[config.mk]
export PLATFORM = sky130hd
export DESIGN_NAME = edge_latch_irq_ctrl
export DESIGN_NICKNAME = d
export VERILOG_FILES = /design/src/rtl/eli_pkg.sv /design/src/rtl/eli_sync.sv /design/src/rtl/eli_edge_det.sv /design/src/rtl/eli_action_dec.sv /design/src/rtl/eli_status.sv /design/src/rtl/eli_capture.sv /design/src/rtl/edge_latch_irq_ctrl.sv
export SDC_FILE = /design/constraint.sdc
export NUM_CORES = 1
export LEC_CHECK = 0
export ABC_AREA = 1
export BUFFER_PORTS_ARGS = -buffer_cell sky130_fd_sc_hd__buf_2
export CORE_AREA = 2 2 65 67
export CTS_CLUSTER_SIZE = 8
export DETAILED_ROUTE_END_ITERATION = 8
export DIE_AREA = 0 0 67 69
export PLACE_DENSITY = 0.74
export SLEW_MARGIN = 20
export SYNTH_ARGS = -nofsm -noshare
export SYNTH_HDL_FRONTEND = slang
export SYNTH_SLANG_ARGS = --single-unit
export TNS_END_PERCENT = 20
[constraint.sdc]
create_clock -name clk_i -period 1.2 [get_ports clk_i]
set_clock_uncertainty 0.05 [all_clocks]
set_input_delay 0 -clock clk_i [delete_from_list [all_inputs] [get_ports clk_i]]
set_output_delay 0 -clock clk_i [all_outputs]
set_load 0.1 [all_outputs]
[src/rtl/eli_pkg.sv]
package eli_pkg;

  typedef struct packed {
    logic irq_en;
    logic irq_pol;
    logic lat_en;
    logic lat_pol;
  } eli_ctrl_t;

  // pol = 0 selects rising, pol = 1 selects falling
  function automatic logic edge_sel(input logic pol, input logic rise, input logic fall);
    return pol ? fall : rise;
  endfunction

endpackage

[src/rtl/eli_sync.sv]
module eli_sync #(
  parameter int unsigned WIDTH  = 2,
  parameter int unsigned STAGES = 2
) (
  input  logic             clk_i,
  input  logic             rst_ni,
  input  logic [WIDTH-1:0] d_i,
  output logic [WIDTH-1:0] q_o
);

  logic [WIDTH-1:0] chain_q [STAGES];

  for (genvar s = 0; s < STAGES; s++) begin : g_stage
    if (s == 0) begin : g_first
      always_ff @(posedge clk_i or negedge rst_ni) begin
        if (!rst_ni) chain_q[s] <= '0;
        else         chain_q[s] <= d_i;
      end
    end else begin : g_next
      always_ff @(posedge clk_i or negedge rst_ni) begin
        if (!rst_ni) chain_q[s] <= '0;
        else         chain_q[s] <= chain_q[s-1];
      end
    end
  end

  assign q_o = chain_q[STAGES-1];

endmodule

[src/rtl/eli_edge_det.sv]
module eli_edge_det (
  input  logic clk_i,
  input  logic rst_ni,
  input  logic lvl_i,
  output logic rise_o,
  output logic fall_o
);

  logic prev_q;

  always_ff @(posedge clk_i or negedge rst_ni) begin
    if (!rst_ni) prev_q <= 1'b0;
    else         prev_q <= lvl_i;
  end

  assign rise_o = lvl_i & ~prev_q;
  assign fall_o = ~lvl_i & prev_q;

endmodule

[src/rtl/eli_action_dec.sv]
module eli_action_dec
  import eli_pkg::*;
(
  input  eli_ctrl_t ctrl_i,
  input  logic      rise_i,
  input  logic      fall_i,
  input  logic      blocked_i,
  output logic      irq_act_o,
  output logic      cap_act_o
);

  always_comb begin
    irq_act_o = 1'b0;
    cap_act_o = 1'b0;
    if (!blocked_i) begin
      irq_act_o = ctrl_i.irq_en & edge_sel(ctrl_i.irq_pol, rise_i, fall_i);
      cap_act_o = ctrl_i.lat_en & edge_sel(ctrl_i.lat_pol, rise_i, fall_i);
    end
  end

endmodule

[src/rtl/eli_status.sv]
module eli_status (
  input  logic clk_i,
  input  logic rst_ni,
  input  logic irq_act_i,
  input  logic cap_act_i,
  input  logic clr_i,
  input  logic irq_en_i,
  output logic pending_o,
  output logic irq_o
);

  logic pend_q;
  logic irq_src_q;

  // set has priority over clear
  always_ff @(posedge clk_i or negedge rst_ni) begin
    if (!rst_ni) begin
      pend_q    <= 1'b0;
      irq_src_q <= 1'b0;
    end else begin
      if (irq_act_i | cap_act_i) pend_q <= 1'b1;
      else if (clr_i)            pend_q <= 1'b0;
      if (irq_act_i)             irq_src_q <= 1'b1;
      else if (clr_i)            irq_src_q <= 1'b0;
    end
  end

  assign pending_o = pend_q;
  assign irq_o     = irq_en_i & irq_src_q;

endmodule

[src/rtl/eli_capture.sv]
module eli_capture #(
  parameter int unsigned DATA_W = 32
) (
  input  logic              clk_i,
  input  logic              rst_ni,
  input  logic              cap_i,
  input  logic [DATA_W-1:0] data_i,
  output logic [DATA_W-1:0] data_o
);

  logic [DATA_W-1:0] hold_q;

  always_ff @(posedge clk_i or negedge rst_ni) begin
    if (!rst_ni)    hold_q <= '0;
    else if (cap_i) hold_q <= data_i;
  end

  assign data_o = hold_q;

endmodule

[src/rtl/edge_latch_irq_ctrl.sv]
module edge_latch_irq_ctrl
  import eli_pkg::*;
#(
  parameter int unsigned DATA_W      = 32,
  parameter int unsigned SYNC_STAGES = 2
) (
  input  logic              clk_i,
  input  logic              rst_ni,
  input  logic              edge_pin_i,
  input  logic              block_i,
  input  logic [DATA_W-1:0] port_data_i,
  input  logic              irq_en_i,
  input  logic              irq_pol_i,
  input  logic              lat_en_i,
  input  logic              lat_pol_i,
  input  logic              pend_clr_i,
  output logic              irq_o,
  output logic              pending_o,
  output logic [DATA_W-1:0] latch_data_o
);

  localparam int unsigned NSYNC = 2;

  logic [NSYNC-1:0] pins_async, pins_sync;
  logic             edge_s, block_s;
  logic             rise, fall;
  logic             irq_act, cap_act;
  eli_ctrl_t        ctrl;

  assign pins_async = {block_i, edge_pin_i};
  assign edge_s     = pins_sync[0];
  assign block_s    = pins_sync[1];
  assign ctrl       = '{irq_en: irq_en_i, irq_pol: irq_pol_i,
                        lat_en: lat_en_i, lat_pol: lat_pol_i};

  eli_sync #(.WIDTH(NSYNC), .STAGES(SYNC_STAGES)) u_sync (
    .clk_i (clk_i),
    .rst_ni(rst_ni),
    .d_i   (pins_async),
    .q_o   (pins_sync)
  );

  eli_edge_det u_edge (
    .clk_i (clk_i),
    .rst_ni(rst_ni),
    .lvl_i (edge_s),
    .rise_o(rise),
    .fall_o(fall)
  );

  eli_action_dec u_dec (
    .ctrl_i   (ctrl),
    .rise_i   (rise),
    .fall_i   (fall),
    .blocked_i(block_s),
    .irq_act_o(irq_act),
    .cap_act_o(cap_act)
  );

  eli_status u_stat (
    .clk_i    (clk_i),
    .rst_ni   (rst_ni),
    .irq_act_i(irq_act),
    .cap_act_i(cap_act),
    .clr_i    (pend_clr_i),
    .irq_en_i (irq_en_i),
    .pending_o(pending_o),
    .irq_o    (irq_o)
  );

  eli_capture #(.DATA_W(DATA_W)) u_cap (
    .clk_i (clk_i),
    .rst_ni(rst_ni),
    .cap_i (cap_act),
    .data_i(port_data_i),
    .data_o(latch_data_o)
  );

endmodule

==> results of run 1 <==
-- worst max-delay path, stage by stage, from the launching register on --
cell and delay (ps):
dfrtp_1 410, inv_2 70, nand3_2 90, nand2_4 110, nand2_4 70, buf_12 150, nand2_1 60, nand2_1 60
-- logic make-up (layout without fill, tap and decap cells) --
family | Yosys count | count (layout) | share of synthesized area (%)
AND/OR/NAND/NOR | 112 | 112 | 31.7
flip-flops | 39 | 39 | 62.1
buffers and inverters | 17 | 134 | 6.28
-- per-layer routing --
metal | wire length (um) | track usage, %
met5 | 0 | 0
met4 | 27 | 5.22
met3 | 185 | 4.57
met2 | 2130 | 33.2
met1 | 1670 | 20.9
-- report_power, final --
part	switching (uW)	internal (uW)	total, uW
combinational	2170	426	2600
sequential	139	1570	1710
clock	435	673	1110
-- synthesized netlist by cell type, drive strengths merged --
master	count	area share, %
nand2	74	19
dfrtp	39	62
nand3	36	12
buf	9	4.4
inv	8	1.9
nor2	2	0.95
-- layout make-up --
type / instances / area, sq um
fill: 327 / 1380
sequential: 39 / 977
timing repair buffer: 118 / 846
multi-input combinational: 112 / 503
clock buffer: 6 / 82.6
tap: 50 / 62.6
clock inverter: 2 / 35.0
inverter: 8 / 30.0
-- stage by stage --
step	std cells	utilization (%)	total power, uW	hold WS (ps)	worst slack, ps
6_report	335	64.8	5410	32.3	18.3
5_1_grt	335	64.8	5640	78.3	-35.7
4_1_cts	335	64.6	5430	25.9	1.52
3_5_place_dp	290	52.1	4230	-79.5	16.4
3_3_place_gp	290	52.1	4200	-85.8	50.0
2_1_floorplan	168	-	3770	-346	4.40
-- timing repair --
item	in CTS	in global routing
buffers inserted	0	0
endpoints found under the hold margin	75	0
gates resized for setup	0	5
endpoints found under the setup margin	0	33
hold buffers	37	0
-- how the worst min path moves through the flow --
stage | slack [ps] | endpoint
3_3_place_gp | -90 | u_sync.chain_q[2]$_DFF_PN0_
4_1_cts | 30 | u_stat.irq_src_q$_DFFE_PN0P_
3_5_place_dp | -80 | u_cap.data_o[19]$_DFFE_PN0P_
2_1_floorplan | -350 | u_cap.data_o[0]$_DFFE_PN0P_
5_1_grt | 80 | u_stat.irq_src_q$_DFFE_PN0P_
6_report | 30 | u_stat.irq_src_q$_DFFE_PN0P_
-- sequential cells by signal, indices dropped and copies added (netlist names) --
name,cells
u_sync.chain_q,2
u_stat.pending_o,1
u_sync.q_o,2
u_stat.irq_src_q,1
u_cap.data_o,32
u_edge.prev_q,1
==> flow_summary.yaml, run 1 <==
grt:
  first_global_vias: 1508
  wire_length_of_the_first_global_routing_pass_mm: 6.52
  grt_overflow: 0
  grt_antenna_before_repair: 0
  global_route.usage.total_pct: 18.4
  grt_max_degree: 27
clock_tree:
  clk_transition_reported_paths_ps: 80
  h_tree_lvl_count: 2
  cts.sink_count: 39
  insertion_delay_ps: 280
  tritoncts: "built"
  cts_root_buffer: "clkbuf_8"
  cts_inserted_buffers: 5
  clk_path_buf_depth: 2
placed_design:
  finalWeightedCongestion: 0.726
  dp_hpwl_mm: 2.61
  detailed_place.area_sq_um: 2040
  count_of_port_buffers_added_during_placement: 74
worst_hold_path:
  worst_hold_path.num_cells: 5
  hp_start: "irq_en_i"
  hold_path_class: "input pin to flip-flop"
floorplanning:
  core_area_sq_um: 3910
  floorplan.die_area_sq_um: 4620
  fp-row-count: 23
  floorplan.io_pins: 75
  die_width_um: 67
  dieHeight_um: 69
  initial_utilization_pct: 40.2
detailed_routing:
  drt_first_pass_iters: 4
  first_iter_violations: 52
  route.vias.total: 1521
  routed_via_density: 4.54
  route.detailed.drc: 0
  drt-wirelength-per-cell_um: 12.0
  totalWireLength_mm: 4.01
  route.antenna.remaining_nets: 0
sta:
  max_slew.worst_pin.slew_ps: 496
  slew_headroom_pct: 67.1
  final-hold-violation-count: 0
  period_minus_slack_ps: 1180
  timing.final.setup_violations: 0
  timing.setup.tns_ps: 0
  maxClockFrequency_mhz: 846
  fin_crit_sh_pct: 98.5
  rsz_0062_raised_after_global_routing: "true"
  slew_viol_final: 0
worst_setup_path:
  critical_path.endpoint_type: "flip-flop"
  worst_ep_arrival_time_ps: 1310
  critical_path.startpoint_type: "flip-flop"
  reg2reg_to: "u_cap.data_o[29]$_DFFE_PN0P_"
  worst-r2r-setup-slack_ps: 20
  critPathLaunch: "u_edge.prev_q$_DFF_PN0_"
  critical_path.endpoint: "u_cap.data_o[29]$_DFFE_PN0P_"
  worstPathMaxFanout: 17
  timing.critical_path.required_ps: 1320
  setup.worst_path.class: "flip-flop to flip-flop"
  worst_r2r_path_depth: 7
  timing.rr.start: "u_edge.prev_q$_DFF_PN0_"
run:
  drv.max_cap_violation_count: 0
layout:
  layout-drive-gt1-share_pct: 34.7
  final_design_area_no_fill_sq_um: 2540
  relative_area_change_from_synthesis_to_final_layout_pct: 61.3
  layout_commonest_cell: "buf_2"
  final_cell_mix: "buf_2, nand2_1, dfrtp_1"
  n_antenna_cell: 0
  nNetsFinal: 325
power:
  power_leakage_uw: 0.00143
  power_per_cell_area_nw_per_um2: 2130
  vdd.ir_drop.worst_uv: 1200
synth:
  avgSynthCellArea_sq_um: 9.36
  syn-instance-count: 168
  total_nets_after_synthesis: 209
  synth-warning-count: 0
  synthDistinctLibCells: 11
  ys_seq_elements: 39
  sequential_fraction_of_the_synthesis_area_pct: 62.1
  syn_area_sq_um: 1570
status:
  result_of_the_run: "completed"
No activity file was read; power rests on OpenSTA's default activity.
==> run 2: changes to the inputs <==
Settings changed: ABC_AREA 1 to default, CORE_AREA 2 2 65 67 to 2 2 64 66, DIE_AREA 0 0 67 69 to 0 0 66 68, PLACE_DENSITY 0.74 to 0.73.
==> flow_summary.yaml, run 2 <==
status:
  result_of_the_run: "finished with violations"
  violated_checks: "negative setup slack"
grt:
  wire_length_of_the_first_global_routing_pass_mm: 5.71
  grt_max_degree: 25
  global_route.usage.total_pct: 17.8
  grt_antenna_before_repair: 0
  grt_overflow: 0
  first_global_vias: 1241
clock_tree:
  tritoncts: "built"
  clk_path_buf_depth: 2
  h_tree_lvl_count: 2
  cts_root_buffer: "clkbuf_8"
  clk_transition_reported_paths_ps: 70
  insertion_delay_ps: 280
  cts.sink_count: 39
  cts.repair_timing.setup_buffer_count: 0
  cts_inserted_buffers: 5
floorplanning:
  floorplan.io_pins: 75
  core_area_sq_um: 3860
  initial_utilization_pct: 38.0
  die_width_um: 66
  fp-row-count: 23
  dieHeight_um: 68
  floorplan.die_area_sq_um: 4490
power:
  power_per_cell_area_nw_per_um2: 2260
  part_of_the_power_in_combinational_logic_pct: 53.6
  power.share.sequential_pct: 31.3
  vdd.ir_drop.worst_uv: 1460
  power_leakage_uw: 0.00121
  intPower_uw: 2630
  power.share.switching_pct: 53.0
  switching_power_uw: 2960
  p_clk_share_pct: 15.1
detailed_routing:
  routed_via_density: 4.50
  totalWireLength_mm: 3.74
  first_iter_violations: 22
  drt-wirelength-per-cell_um: 14.5
  route.antenna.remaining_nets: 0
  route.detailed.drc: 0
  drt_first_pass_iters: 3
  route.vias.total: 1162
layout:
  final_cell_mix: "buf_2, dfrtp_1, dlygate4sd3_1"
  final-instance-count-excl-fill: 258
  nNetsFinal: 248
  largest_reg_flops: 32
  final_design_area_no_fill_sq_um: 2470
  layout_commonest_cell: "buf_2"
  relative_area_change_from_synthesis_to_final_layout_pct: 68.8
  layout-drive-gt1-share_pct: 57.2
  n_antenna_cell: 0
synth:
  syn-instance-count: 87
  synth_top_cells_by_count: "dfrtp_1, mux2_2, buf_6"
  syn_area_sq_um: 1470
  avgSynthCellArea_sq_um: 16.8
  synth_flop_cell: "dfrtp_1"
  ys_seq_elements: 39
  synth_top_area_share_pct: 66.6
  synth.area.top_cells: "dfrtp_1, mux2_2, buf_6, mux2_1, a21oi_4"
  synthDistinctLibCells: 14
  synth-warning-count: 0
  synth-edff-count: 0
  total_nets_after_synthesis: 128
  synth-async-reset-ratio_pct: 100
  sequential_fraction_of_the_synthesis_area_pct: 66.6
  synth_largest_area_cell: "dfrtp_1"
  post-synth-top-count-cell: "dfrtp_1"
worst_setup_path:
  worstPathMaxFanout: 18
  reg2reg_to: "u_cap.data_o[12]$_DFFE_PN0P_"
  setup.worst_path.class: "flip-flop to flip-flop"
  worst_r2r_path_depth: 4
  timing.critical_path.required_ps: 1320
  critical_path.endpoint_type: "flip-flop"
  critical_path.startpoint_type: "flip-flop"
  worst_ep_arrival_time_ps: 1800
  worst-r2r-setup-slack_ps: -490
  timing.rr.start: "u_sync.q_o[0]$_DFF_PN0_"
  critPathLaunch: "u_sync.q_o[0]$_DFF_PN0_"
sta:
  slew_headroom_pct: 66.5
  final-hold-violation-count: 0
  max_slew.worst_pin.slew_ps: 507
  hold_ws_ps: 71.6
  timing.final.setup_violations: 33
  fin_crit_sh_pct: 140
  finalWorstSetupSlack_ps: -485
  timing.setup.tns_ps: -14940
  rsz_0062_raised_after_global_routing: "true"
  maxClockFrequency_mhz: 593
  period_minus_slack_ps: 1690
  slew_viol_final: 0
placed_design:
  dp_worst_setup_slack_ps: -472
  numPlacedInstances: 214
  dp_hpwl_mm: 2.31
  count_of_port_buffers_added_during_placement: 74
  detailed_place.area_sq_um: 1960
  finalWeightedCongestion: 0.617
worst_hold_path:
  worst_hold_path.num_cells: 4
  hp_start: "irq_en_i"
  hold_path_class: "input pin to flip-flop"
  min_delay_worst_endpoint: "u_stat.irq_src_q$_DFFE_PN0P_"
run:
  drv.max_cap_violation_count: 0
run 2: changes by cell type in the layout (fill, tap and decap cells not counted), sizes merged, moves of 2 or more:
cell,previous run,this run
mux2,0,32
nand3b,0,2
nand2,74,0
nor2,2,0
nand2b,0,2
o21ai,0,2
nand3,36,0
inv,8,1
run 2: how the worst max path moves through the flow:
stage                                    to  slack, ps
6_report       u_cap.data_o[12]$_DFFE_PN0P_       -490
2_1_floorplan   u_cap.data_o[0]$_DFFE_PN0P_       -440
3_5_place_dp    u_cap.data_o[0]$_DFFE_PN0P_       -470
4_1_cts        u_cap.data_o[10]$_DFFE_PN0P_       -500
3_3_place_gp    u_cap.data_o[9]$_DFFE_PN0P_       -410
5_1_grt        u_cap.data_o[18]$_DFFE_PN0P_       -540
run 2: power by group through the flow:
stage,Clock [uW],Combinational [uW],Sequential [uW]
3_3_place_gp,0,2790,1740
4_1_cts,877,2960,1740
5_1_grt,935,3070,1780
2_1_floorplan,0,288,3800
6_report,843,3000,1750
3_5_place_dp,0,2820,1760
run 2: metrics by stage:
| step | power (uW) | util [%] |
|---|---|---|
| after floorplan | 4090 | - |
| after global placement | 4530 | 50.9 |
| after detailed placement | 4580 | 50.9 |
| after CTS | 5580 | 63.4 |
| after global routing | 5790 | 64.1 |
| final | 5590 | 64.1 |
run 2: routing by layer:
metal	track usage, %	vias up	part of all wire, %
li1	-	541	-
met1	16.8	562	34
met2	34.8	51	58
met3	4.93	8	5.6
met4	9.18	0	2.4
met5	0	-	0
run 2: critical path, stage by stage, from the launching register on:
cell and delay (ps):
dfrtp_1 380, or3b_4 400, a21oi_4 200, buf_12 190, mux2_2 340
run 2: what timing repair did:
| item | 4_1_cts | 5_1_grt |
|---|---|---|
| hold endpoints to repair | 75 | 0 |
| endpoints found under the setup margin | 34 | 33 |
| resized for setup | 10 | 8 |
| pin swaps | 0 | 0 |
| hold buffers | 36 | 0 |
run 2: kinds of logic after synthesis:
| group | after synthesis | synth area share, % |
|---|---|---|
| AO/OA/AOI/OAI | 3 | 1.79 |
| AND/OR/NAND/NOR | 9 | 4.44 |
| buffers and inverters | 4 | 2.56 |
| flip-flops | 39 | 66.6 |
| multiplexers | 32 | 24.6 |
run 2: final cells by class:
type | count | area (sq um)
flip-flops and latches | 39 | 976
well taps | 50 | 62.6
inverters | 1 | 3.75
clock inverters | 2 | 12.5
repair buffers | 116 | 828
multi-input cells | 44 | 518
fillers | 293 | 1380
clock buffers | 6 | 72.6
==> run 3: changes to the inputs <==
Settings changed: SKIP_CTS_REPAIR_TIMING from default to 1.
==> flow_summary.yaml, run 3 (synthesis results as in run 2) <==
grt:
  grt_util_met2_pct: 24.6
  first_global_vias: 1019
  wire_length_of_the_first_global_routing_pass_mm: 4.48
  gr-usage-met1_pct: 13.8
  global_route.peak_usage_layer: "met2"
  grt_max_degree: 25
  grt.met3_usage_pct: 5.59
  grt_overflow: 0
  grt_antenna_before_repair: 0
  global_route.usage.total_pct: 14.0
worst_setup_path:
  critical-path-max-stage-delay_ps: 400
  critical_path.endpoint: "u_cap.data_o[12]$_DFFE_PN0P_"
  worst-r2r-setup-slack_ps: -480
  critPathTopFamily: "simple AND/OR/NAND/NOR gates"
  worst_ep_arrival_time_ps: 1800
  cp_slowest_cell: "or3b_4"
  critPathLaunch: "u_sync.q_o[0]$_DFF_PN0_"
  worstPathMaxFanout: 18
  timing.rr.start: "u_sync.q_o[0]$_DFF_PN0_"
  setup.worst_path.class: "flip-flop to flip-flop"
  reg2reg_to: "u_cap.data_o[12]$_DFFE_PN0P_"
  worst_r2r_path_depth: 4
  critical_path_buf_inv_count: 1
  critical_path.startpoint_type: "flip-flop"
  timing.critical_path.depth: 4
  critical_path.endpoint_type: "flip-flop"
  worstPathCellList: "or3b_4, a21oi_4, buf_12, mux2_2"
  timing.critical_path.required_ps: 1320
power:
  power.share.sequential_pct: 31.4
  p_clk_share_pct: 15.1
  part_of_the_power_in_combinational_logic_pct: 53.5
  power.share.switching_pct: 53.0
  vdd.ir_drop.worst_uv: 1460
  intPower_uw: 2610
  design_power_total_uw: 5560
  power_leakage_uw: 0.00120
  power_per_cell_area_nw_per_um2: 2260
  switching_power_uw: 2950
status:
  result_of_the_run: "finished with violations"
  violated_checks: "negative setup slack"
sta:
  final-hold-violation-count: 0
  slew_headroom_pct: 66.5
  fin_crit_sh_pct: 140
  period_minus_slack_ps: 1680
  max_slew.worst_pin.slew_ps: 505
  rsz_0062_raised_after_global_routing: "true"
  hold_ws_ps: 73.3
  timing.final.setup_violations: 33
  slew_viol_final: 0
  maxClockFrequency_mhz: 594
  finalWorstSetupSlack_ps: -484
detailed_routing:
  route.vias.total: 1150
  drt-wirelength-per-cell_um: 14.2
  first_iter_violations: 11
  route.antenna.remaining_nets: 0
  route.detailed.drc: 0
  routed_via_density: 4.46
  totalWireLength_mm: 3.67
  drt_first_pass_iters: 2
placed_design:
  count_of_port_buffers_added_during_placement: 74
  dp_hpwl_mm: 2.31
  finalWeightedCongestion: 0.617
worst_hold_path:
  worst_hold_path.num_cells: 4
  hold_path_class: "input pin to flip-flop"
  hp_start: "irq_en_i"
clock_tree:
  cts.sink_count: 39
  clk_path_buf_depth: 2
  insertion_delay_ps: 280
  cts_inserted_buffers: 5
  tritoncts: "built"
  cts_root_buffer: "clkbuf_8"
  clk_transition_reported_paths_ps: 70
  h_tree_lvl_count: 2
floorplanning:
  core_area_sq_um: 3860
  fp-row-count: 23
  floorplan.die_area_sq_um: 4490
  floorplan.io_pins: 75
  dieHeight_um: 68
  initial_utilization_pct: 38.0
  die_width_um: 66
layout:
  nNetsFinal: 248
  layout-drive-gt1-share_pct: 57.7
  largest_reg_flops: 32
  relative_area_change_from_synthesis_to_final_layout_pct: 68.1
  n_antenna_cell: 0
  final_cell_mix: "buf_2, dfrtp_1, dlygate4sd3_1"
  filler_cell_count: 299
  layout_commonest_cell: "buf_2"
run:
  drv.max_cap_violation_count: 0
run 3: cell counts in the layout (fill, tap and decap cells not counted):
Identical to the previous run, type by type.
run 3: worst min path at each step:
stage                                   endpoint
finish              u_stat.irq_src_q$_DFFE_PN0P_
global route        u_stat.irq_src_q$_DFFE_PN0P_
CTS                  u_sync.chain_q[3]$_DFF_PN0_
detailed placement  u_cap.data_o[14]$_DFFE_PN0P_
global placement    u_cap.data_o[14]$_DFFE_PN0P_
floorplan            u_cap.data_o[0]$_DFFE_PN0P_
run 3: worst reg2reg max path, stage by stage (launching register included):
cell	delay (ps)
dfrtp_1	380
or3b_4	400
a21oi_4	200
buf_12	190
mux2_2	350
run 3: power by group through the flow:
stage | registers [uW] | logic [uW] | clock network [uW]
floorplan | 3800 | 288 | 0
global placement | 1740 | 2790 | 0
detailed placement | 1760 | 2820 | 0
CTS | 1740 | 2820 | 877
global route | 1780 | 3050 | 935
finish | 1750 | 2980 | 838
run 3: cell type report:
type / instances / area [sq um] / share of cell area [%]
sequential: 39 / 976 / 39.6
multi-input combinational: 44 / 507 / 20.6
timing repair buffer: 116 / 828 / 33.6
clock buffer: 6 / 72.6 / 2.95
clock inverter: 2 / 12.5 / 0.508
inverter: 1 / 3.75 / 0.152
tap: 50 / 62.6 / 2.54
run 3: per-stage QoR:
step,TNS (ps),setup slack [ps],util (%),instance area (sq um),std cells
floorplan,-13800,-441,-,1470,87
global placement,-13160,-411,50.9,1960,214
detailed placement,-14850,-472,50.9,1960,214
CTS,-15750,-500,53.1,2050,222
global route,-16690,-540,63.9,2460,258
finish,-14860,-484,63.9,2460,258
run 3: routing by layer:
metal  up-vias  routed length [um]
li1        540                   -
met1       552                1300
met2        49                2060
met3         9                 211
met4         0                  93
met5         -                   0
